$ cat src/rtl/usart_seq_pkg.sv
package usart_seq_pkg;

    typedef enum logic [2:0] {
        ST_CLEARED    = 3'd0,
        ST_ASYNC      = 3'd1,
        ST_SYNC       = 3'd2,
        ST_HUNT_LAST  = 3'd3,
        ST_HUNT_FIRST = 3'd4
    } ctl_state_e;

    // command byte fields
    localparam int CMD_TXEN = 0;
    localparam int CMD_DTR  = 1;
    localparam int CMD_RXEN = 2;
    localparam int CMD_RTS  = 3;
    localparam int CMD_ECLR = 4;
    localparam int CMD_SPARE = 5;
    localparam int CMD_SRST = 6;
    localparam int CMD_TOP  = 7;

    // mode byte fields
    localparam int MODE_ASYNC_LO = 0;
    localparam int MODE_ASYNC_HI = 1;
    localparam int MODE_ONE_SYNC = 7;

    // status word positions
    localparam int STAT_W     = 8;
    localparam int ST_TXRDY   = 0;
    localparam int ST_RXRDY   = 1;
    localparam int ST_TXEMPTY = 2;
    localparam int ST_PERR    = 3;
    localparam int ST_OERR    = 4;
    localparam int ST_FERR    = 5;
    localparam int ST_SYNDET  = 6;
    localparam int ST_DSR     = 7;

endpackage

$ cat src/rtl/usart_mode_fsm.sv
module usart_mode_fsm
    import usart_seq_pkg::*;
#(
    parameter int DATA_W = 8
) (
    input  logic              clk,
    input  logic              rst_n,
    input  logic              ctl_wr,
    input  logic [DATA_W-1:0] wdata,
    output logic              cmd_valid,
    output logic              async_o,
    output logic              sync_o,
    output logic [DATA_W-1:0] mode_o,
    output logic [DATA_W-1:0] sync_first_o,
    output logic [DATA_W-1:0] sync_last_o
);

    typedef struct packed {
        ctl_state_e        state;
        logic [DATA_W-1:0] mode;
        logic [DATA_W-1:0] s_first;
        logic [DATA_W-1:0] s_last;
    } fsm_regs_t;

    fsm_regs_t fsm_d, fsm_q;
    logic      cmd_valid_d;

    always_comb begin
        fsm_d       = fsm_q;
        cmd_valid_d = 1'b0;
        unique case (fsm_q.state)
            ST_CLEARED: begin
                if (ctl_wr) begin
                    fsm_d.mode = wdata;
                    if (wdata[MODE_ASYNC_HI] || wdata[MODE_ASYNC_LO]) begin
                        fsm_d.state = ST_ASYNC;
                    end else if (wdata[MODE_ONE_SYNC]) begin
                        fsm_d.state = ST_HUNT_LAST;
                    end else begin
                        fsm_d.state = ST_HUNT_FIRST;
                    end
                end
            end
            ST_HUNT_FIRST: begin
                if (ctl_wr) begin
                    fsm_d.s_first = wdata;
                    fsm_d.state   = ST_HUNT_LAST;
                end
            end
            ST_HUNT_LAST: begin
                if (ctl_wr) begin
                    fsm_d.s_last = wdata;
                    fsm_d.state  = ST_SYNC;
                end
            end
            ST_ASYNC, ST_SYNC: begin
                if (ctl_wr) begin
                    cmd_valid_d = 1'b1;
                    if (wdata[CMD_SRST]) begin
                        fsm_d.state = ST_CLEARED;
                    end
                end
            end
            default: fsm_d.state = ST_CLEARED;
        endcase
    end

    always_ff @(posedge clk) begin
        if (!rst_n) begin
            fsm_q.state <= ST_CLEARED;
            fsm_q.mode    <= '0;
            fsm_q.s_first <= '0;
            fsm_q.s_last  <= '0;
        end else begin
            fsm_q <= fsm_d;
        end
    end

    assign cmd_valid    = cmd_valid_d;
    assign async_o      = (fsm_q.state == ST_ASYNC);
    assign sync_o       = (fsm_q.state == ST_SYNC);
    assign mode_o       = fsm_q.mode;
    assign sync_first_o = fsm_q.s_first;
    assign sync_last_o  = fsm_q.s_last;

endmodule

$ cat src/rtl/usart_cmd_regs.sv
module usart_cmd_regs
    import usart_seq_pkg::*;
#(
    parameter int DATA_W = 8
) (
    input  logic              clk,
    input  logic              rst_n,
    input  logic              cmd_valid,
    input  logic [DATA_W-1:0] wdata,
    output logic              clr_req,
    output logic              tx_en_o,
    output logic              rx_en_o,
    output logic              dtr_o,
    output logic              rts_o,
    output logic              err_clr_o,
    output logic              soft_rst_o
);

    typedef struct packed {
        logic tx_en;
        logic rx_en;
        logic dtr;
        logic rts;
        logic err_clr;
        logic soft_rst;
    } cmd_regs_t;

    cmd_regs_t cmd_d, cmd_q;
    logic      is_cmd;
    logic      unused_cmd_bits;

    assign is_cmd          = cmd_valid && !wdata[CMD_SRST];
    assign unused_cmd_bits = ^{wdata[CMD_SPARE], wdata[DATA_W-1:CMD_TOP]};

    always_comb begin
        cmd_d          = cmd_q;
        cmd_d.err_clr  = 1'b0;
        cmd_d.soft_rst = 1'b0;
        if (cmd_valid && wdata[CMD_SRST]) begin
            cmd_d.soft_rst = 1'b1;
        end else if (is_cmd) begin
            cmd_d.tx_en   = wdata[CMD_TXEN];
            cmd_d.rx_en   = wdata[CMD_RXEN];
            cmd_d.dtr     = wdata[CMD_DTR];
            cmd_d.rts     = wdata[CMD_RTS];
            cmd_d.err_clr = wdata[CMD_ECLR];
        end
    end

    always_ff @(posedge clk) begin
        if (!rst_n) begin
            cmd_q <= '{tx_en: 1'b1, rx_en: 1'b1, dtr: 1'b0, rts: 1'b0,
                       err_clr: 1'b0, soft_rst: 1'b0};
        end else begin
            cmd_q <= cmd_d;
        end
    end

    assign clr_req    = is_cmd && wdata[CMD_ECLR];
    assign tx_en_o    = cmd_q.tx_en;
    assign rx_en_o    = cmd_q.rx_en;
    assign dtr_o      = cmd_q.dtr;
    assign rts_o      = cmd_q.rts;
    assign err_clr_o  = cmd_q.err_clr;
    assign soft_rst_o = cmd_q.soft_rst;

endmodule

$ cat src/rtl/usart_status_asm.sv
module usart_status_asm
    import usart_seq_pkg::*;
#(
    parameter int SYNC_STAGES = 2
) (
    input  logic              clk,
    input  logic              rst_n,
    input  logic              tx_rdy_i,
    input  logic              tx_empty_i,
    input  logic              rx_rdy_i,
    input  logic              syn_det_i,
    input  logic              pe_set_i,
    input  logic              oe_set_i,
    input  logic              fe_set_i,
    input  logic              clr_req,
    input  logic              tx_en,
    input  logic              dsr_i,
    output logic [STAT_W-1:0] status_o
);

    typedef struct packed {
        logic tx_rdy;
        logic tx_empty;
        logic rx_rdy;
        logic syn_det;
        logic pe;
        logic oe;
        logic fe;
    } flag_regs_t;

    flag_regs_t flg_d, flg_q;
    logic [SYNC_STAGES-1:0] dsr_sync_q;
    logic                   dsr_s;

    // synchroniser has no reset so the pin state survives a port reset
    generate
        if (SYNC_STAGES == 1) begin : g_sync_one
            always_ff @(posedge clk) dsr_sync_q <= dsr_i;
        end else begin : g_sync_chain
            always_ff @(posedge clk) dsr_sync_q <= {dsr_sync_q[SYNC_STAGES-2:0], dsr_i};
        end
    endgenerate
    assign dsr_s = dsr_sync_q[SYNC_STAGES-1];

    always_comb begin
        flg_d          = flg_q;
        flg_d.tx_rdy   = tx_rdy_i;
        flg_d.tx_empty = tx_empty_i;
        flg_d.rx_rdy   = rx_rdy_i;
        flg_d.syn_det  = syn_det_i;
        flg_d.pe       = (flg_q.pe && !clr_req) || pe_set_i;
        flg_d.oe       = (flg_q.oe && !clr_req) || oe_set_i;
        flg_d.fe       = (flg_q.fe && !clr_req) || fe_set_i;
    end

    always_ff @(posedge clk) begin
        if (!rst_n) begin
            flg_q <= '{tx_rdy: 1'b1, tx_empty: 1'b1, rx_rdy: 1'b0, syn_det: 1'b0,
                       pe: 1'b0, oe: 1'b0, fe: 1'b0};
        end else begin
            flg_q <= flg_d;
        end
    end

    always_comb begin
        status_o             = '0;
        status_o[ST_TXRDY]   = flg_q.tx_rdy && tx_en;
        status_o[ST_RXRDY]   = flg_q.rx_rdy;
        status_o[ST_TXEMPTY] = flg_q.tx_empty && tx_en;
        status_o[ST_PERR]    = flg_q.pe;
        status_o[ST_OERR]    = flg_q.oe;
        status_o[ST_FERR]    = flg_q.fe;
        status_o[ST_SYNDET]  = flg_q.syn_det;
        status_o[ST_DSR]     = dsr_s;
    end

endmodule

$ cat src/rtl/usart_ctrl_seq.sv
module usart_ctrl_seq
    import usart_seq_pkg::*;
#(
    parameter int DATA_W      = 8,
    parameter int SYNC_STAGES = 2
) (
    input  logic              clk,
    input  logic              rst_n,
    input  logic              wr_en,
    input  logic              addr,
    input  logic [DATA_W-1:0] wdata,
    input  logic              tx_rdy_i,
    input  logic              tx_empty_i,
    input  logic              rx_rdy_i,
    input  logic              syn_det_i,
    input  logic              pe_set_i,
    input  logic              oe_set_i,
    input  logic              fe_set_i,
    input  logic              dsr_i,
    output logic [STAT_W-1:0] status_o,
    output logic              dtr_o,
    output logic              rts_o,
    output logic              tx_en_o,
    output logic              rx_en_o,
    output logic              err_clr_o,
    output logic              soft_rst_o,
    output logic              async_o,
    output logic              sync_o,
    output logic [DATA_W-1:0] mode_o,
    output logic [DATA_W-1:0] sync_first_o,
    output logic [DATA_W-1:0] sync_last_o
);

    logic ctl_wr;
    logic cmd_valid;
    logic clr_req;

    assign ctl_wr = wr_en && addr;

    usart_mode_fsm #(.DATA_W(DATA_W)) u_fsm (
        .clk          (clk),
        .rst_n        (rst_n),
        .ctl_wr       (ctl_wr),
        .wdata        (wdata),
        .cmd_valid    (cmd_valid),
        .async_o      (async_o),
        .sync_o       (sync_o),
        .mode_o       (mode_o),
        .sync_first_o (sync_first_o),
        .sync_last_o  (sync_last_o)
    );

    usart_cmd_regs #(.DATA_W(DATA_W)) u_cmd (
        .clk        (clk),
        .rst_n      (rst_n),
        .cmd_valid  (cmd_valid),
        .wdata      (wdata),
        .clr_req    (clr_req),
        .tx_en_o    (tx_en_o),
        .rx_en_o    (rx_en_o),
        .dtr_o      (dtr_o),
        .rts_o      (rts_o),
        .err_clr_o  (err_clr_o),
        .soft_rst_o (soft_rst_o)
    );

    usart_status_asm #(.SYNC_STAGES(SYNC_STAGES)) u_stat (
        .clk        (clk),
        .rst_n      (rst_n),
        .tx_rdy_i   (tx_rdy_i),
        .tx_empty_i (tx_empty_i),
        .rx_rdy_i   (rx_rdy_i),
        .syn_det_i  (syn_det_i),
        .pe_set_i   (pe_set_i),
        .oe_set_i   (oe_set_i),
        .fe_set_i   (fe_set_i),
        .clr_req    (clr_req),
        .tx_en      (tx_en_o),
        .dsr_i      (dsr_i),
        .status_o   (status_o)
    );

endmodule

$ cat config.mk
export PLATFORM = sky130hd
export DESIGN_NAME = usart_ctrl_seq
export DESIGN_NICKNAME = d
export VERILOG_FILES = /design/src/rtl/usart_seq_pkg.sv /design/src/rtl/usart_mode_fsm.sv /design/src/rtl/usart_cmd_regs.sv /design/src/rtl/usart_status_asm.sv /design/src/rtl/usart_ctrl_seq.sv
export SDC_FILE = /design/constraint.sdc
export NUM_CORES = 1
export LEC_CHECK = 0
export BUFFER_PORTS_ARGS = -buffer_cell sky130_fd_sc_hd__buf_2
export CAP_MARGIN = 40
export CORE_MARGIN = 2
export CORE_UTILIZATION = 50
export DETAILED_ROUTE_END_ITERATION = 8
export HOLD_SLACK_MARGIN = 0.1
export PLACE_DENSITY = 0.77
export SLEW_MARGIN = 20
export SYNTH_ARGS = -nofsm -noshare
export SYNTH_HDL_FRONTEND = slang
export SYNTH_SLANG_ARGS = --single-unit
$ cat constraint.sdc
create_clock -name clk -period 1.45 [get_ports clk]
set_input_delay 0.145 -clock clk [delete_from_list [all_inputs] [get_ports clk]]
set_output_delay 0.145 -clock clk [all_outputs]
set_load 0.01 [all_outputs]
==> impl_metrics.toml <==
[hold_path]
hold_class = "in -> reg"
hold_path_depth = 3

[floorplanning]
coreArea_sq_um = 3610
ios = 60
die_h_um = 64.7
start_util_pct = 51.0
die_w_um = 64.7
fp-row-count = 22
dieArea_sq_um = 4180

[timing]
max_freq_ghz = 0.729
holdWs_ns = 0.120
finalCriticalPeriod_ns = 1.37
tightest_slew_ns = 0.307
period_share_pct = 94.6
setup-tns-final_ns = 0
finalHoldViolations = 0
slew_viol_final = 0
rsz0062_at_grt = "no"
setup_viol = 0
max_slew_margin_pct = 79.4
skew_ns = 0.00944

[grt]
globalRouteOverflowTotal = 0
grt_pass1_vias = 1265
grt_usage_pct = 18.3
grt_max_degree = 21
grt_antenna_before_repair = 0
grt_first_pass_wirelength_um = 5840

[detailed_routing]
drcViolationCount = 0
wl_per_cell_um = 11.9
viasPerCell = 4.80
routed_wl_um = 3290
drtPass1Iterations = 4
drt-initial-drc-count = 48
via_count = 1326
ant_nets = 0

[clocking]
cts_buffers = 5
clkLatencyLatePin_ns = 0.30
htreeDepth = 2
cts_buffer_depth = 2
clock_sinks = 42
cts_tree = "yes"
clk_pin_slew_ns = 0.07
clock-root-buffer = "clkbuf_8"

[run]
cap_viol_max_count = 0

[final_layout]
n_fill_cell = 333
nNetsFinal = 247
areaGrowthSynthToFinish_pct = 16.1
diodes = 0
utilization_pct = 59.2
drive_gt1_share_pct = 36.0

[power]
p_leak_nw = 1.05
vdd_drop_max_mv = 0.521
p_total_mw = 2.13
power_density_nw_per_um2 = 999

[yosys]
syn-cell-area_sq_um = 1840
syn-instance-count = 187
ys_ff_latch = 42
avgSynthCellArea_sq_um = 9.84
synth_seq_area_share_pct = 45.7
yosysUniqueCellTypes = 29
syn_nets = 207
ys_warn_count = 0

[worst_setup_path]
reg2reg_depth = 2
crit_path_start_kind = "register"
crit_path_max_fanout = 8
cp.required_ns = 1.31
crit_type = "reg -> out"
worstSetupEndpointType = "output pin"
critPathArrivalTime_ns = 1.23

[outcome]
status = "completed"

[place]
portBuffers = 59
hpwlAfterDp_um = 2370
gp_congestion = 0.742
per-layer routing:
metal / share of wire (%) / global-route usage (%)
met4: 1.6 / 7.18
met2: 46 / 29.0
met3: 5.0 / 7.12
met1: 47 / 22.3
met5: 0 / 0
state kept, by name, indices dropped and copies added (netlist names):
| register | cells |
|---|---|
| u_cmd.tx_en_o | 1 |
| u_fsm.mode_o | 8 |
| u_cmd.dtr_o | 1 |
| u_cmd.rx_en_o | 1 |
| u_cmd.soft_rst_o | 1 |
| u_stat.status_o | 5 |
| u_stat.flg_q | 2 |
| u_cmd.rts_o | 1 |
| u_cmd.err_clr_o | 1 |
| u_fsm.fsm_q | 3 |
| u_stat.dsr_sync_q | 2 |
| u_fsm.sync_last_o | 8 |
| u_fsm.sync_first_o | 8 |
kinds of logic after synthesis:
logic type | count (synthesis) | synth area share, %
AND/OR/NAND/NOR | 62 | 18.4
buffers and inverters | 43 | 16.1
flip-flops | 42 | 45.7
multiplexers | 29 | 15.8
AO/OA/AOI/OAI | 10 | 3.54
XOR/XNOR | 1 | 0.476
placed cells by master (no fill, tap or decap), types with 2 or more instances in the layout:
| master | Yosys | final |
|---|---|---|
| buf_2 | 2 | 59 |
| mux2i_1 | 29 | 29 |
| dlygate4sd3_1 | 0 | 7 |
| nand2b_1 | 3 | 3 |
| buf_4 | 31 | 7 |
| dfxtp_1 | 42 | 39 |
| nor2_1 | 2 | 2 |
| o21ai_0 | 4 | 4 |
| nor4b_1 | 3 | 2 |
| dfxtp_2 | 0 | 3 |
| inv_1 | 3 | 3 |
| clkbuf_8 | 0 | 5 |
| nand2_1 | 34 | 34 |
| and2_1 | 4 | 4 |
| a31oi_1 | 3 | 3 |
| nor2b_1 | 5 | 5 |
what timing repair did:
action	in CTS	in global routing
resized for setup	2	2
cloned	0	0
buffers inserted	0	0
hold buffers	7	0
hold endpoints to repair	8	0
pin swaps	0	0
endpoints found under the setup margin	2	1
synth_stat cells:
cell | n | share of area (%)
nand2b_1 | 3 | 1.0
and2_1 | 4 | 1.4
nand2_2 | 1 | 0.34
or4_1 | 1 | 0.41
nor4_1 | 1 | 0.34
buf_6 | 2 | 1.2
mux2i_1 | 29 | 16
clkbuf_1 | 5 | 1.0
a21boi_0 | 1 | 0.41
nor3_1 | 1 | 0.27
nor3b_1 | 2 | 0.82
nor2_1 | 2 | 0.41
buf_4 | 31 | 13
dfxtp_1 | 42 | 46
nor4_4 | 1 | 1.2
nand4_2 | 1 | 0.68
buf_2 | 2 | 0.54
o311a_1 | 1 | 0.54
a31oi_1 | 3 | 1.0
nor4b_1 | 3 | 1.4
and4b_1 | 1 | 0.54
nand2_1 | 34 | 6.9
nor2b_1 | 5 | 1.7
xnor2_1 | 1 | 0.48
and2b_1 | 1 | 0.41
o32ai_1 | 1 | 0.48
or4_4 | 1 | 0.61
o21ai_0 | 4 | 1.1
inv_1 | 3 | 0.61
where the power goes:
group / leakage [nW] / switching, mW / internal, mW / total, mW
clock: 0.0452 / 0.383 / 0.339 / 0.722
combinational: 0.659 / 0.107 / 0.0978 / 0.205
sequential: 0.344 / 0.0196 / 1.19 / 1.21
total: 1.05 / 0.510 / 1.62 / 2.13
worst paths after layout:
path	from	to	slack (ns)
setup / recovery	u_fsm.fsm_q[25]	async_o	0.08
hold / removal	oe_set_i	u_stat.status_o[4]	0.12
setup reg to reg	u_fsm.fsm_q[24]	u_fsm.mode_o[2]	0.18
hold reg to reg	u_stat.dsr_sync_q[0]	u_stat.dsr_sync_q[1]	0.33
stage by stage:
step	worst slack, ns	std cells	instance area [sq um]
final	0.0780	276	2130
after global routing	0.0182	276	2130
after CTS	0.0206	276	2130
after detailed placement	0.121	261	1970
after global placement	0.150	261	1970
after floorplan	0.139	187	1840
critical path, cell delays in order, from the launching register on:
cell and delay [ns]:
dfxtp_2 0.36, buf_4 0.17, nor3b_1 0.24, buf_2 0.18
cell type report:
| type | instances | area, sq um | share of cell area, % |
|---|---|---|---|
| clock inverter | 2 | 13.8 | 0.645 |
| timing repair buffer | 73 | 418 | 19.6 |
| sequential | 42 | 845 | 39.6 |
| tap | 48 | 60.1 | 2.81 |
| multi-input combinational | 102 | 714 | 33.5 |
| inverter | 3 | 11.3 | 0.528 |
| clock buffer | 6 | 72.6 | 3.40 |
No activity file was read; power rests on OpenSTA's default activity.
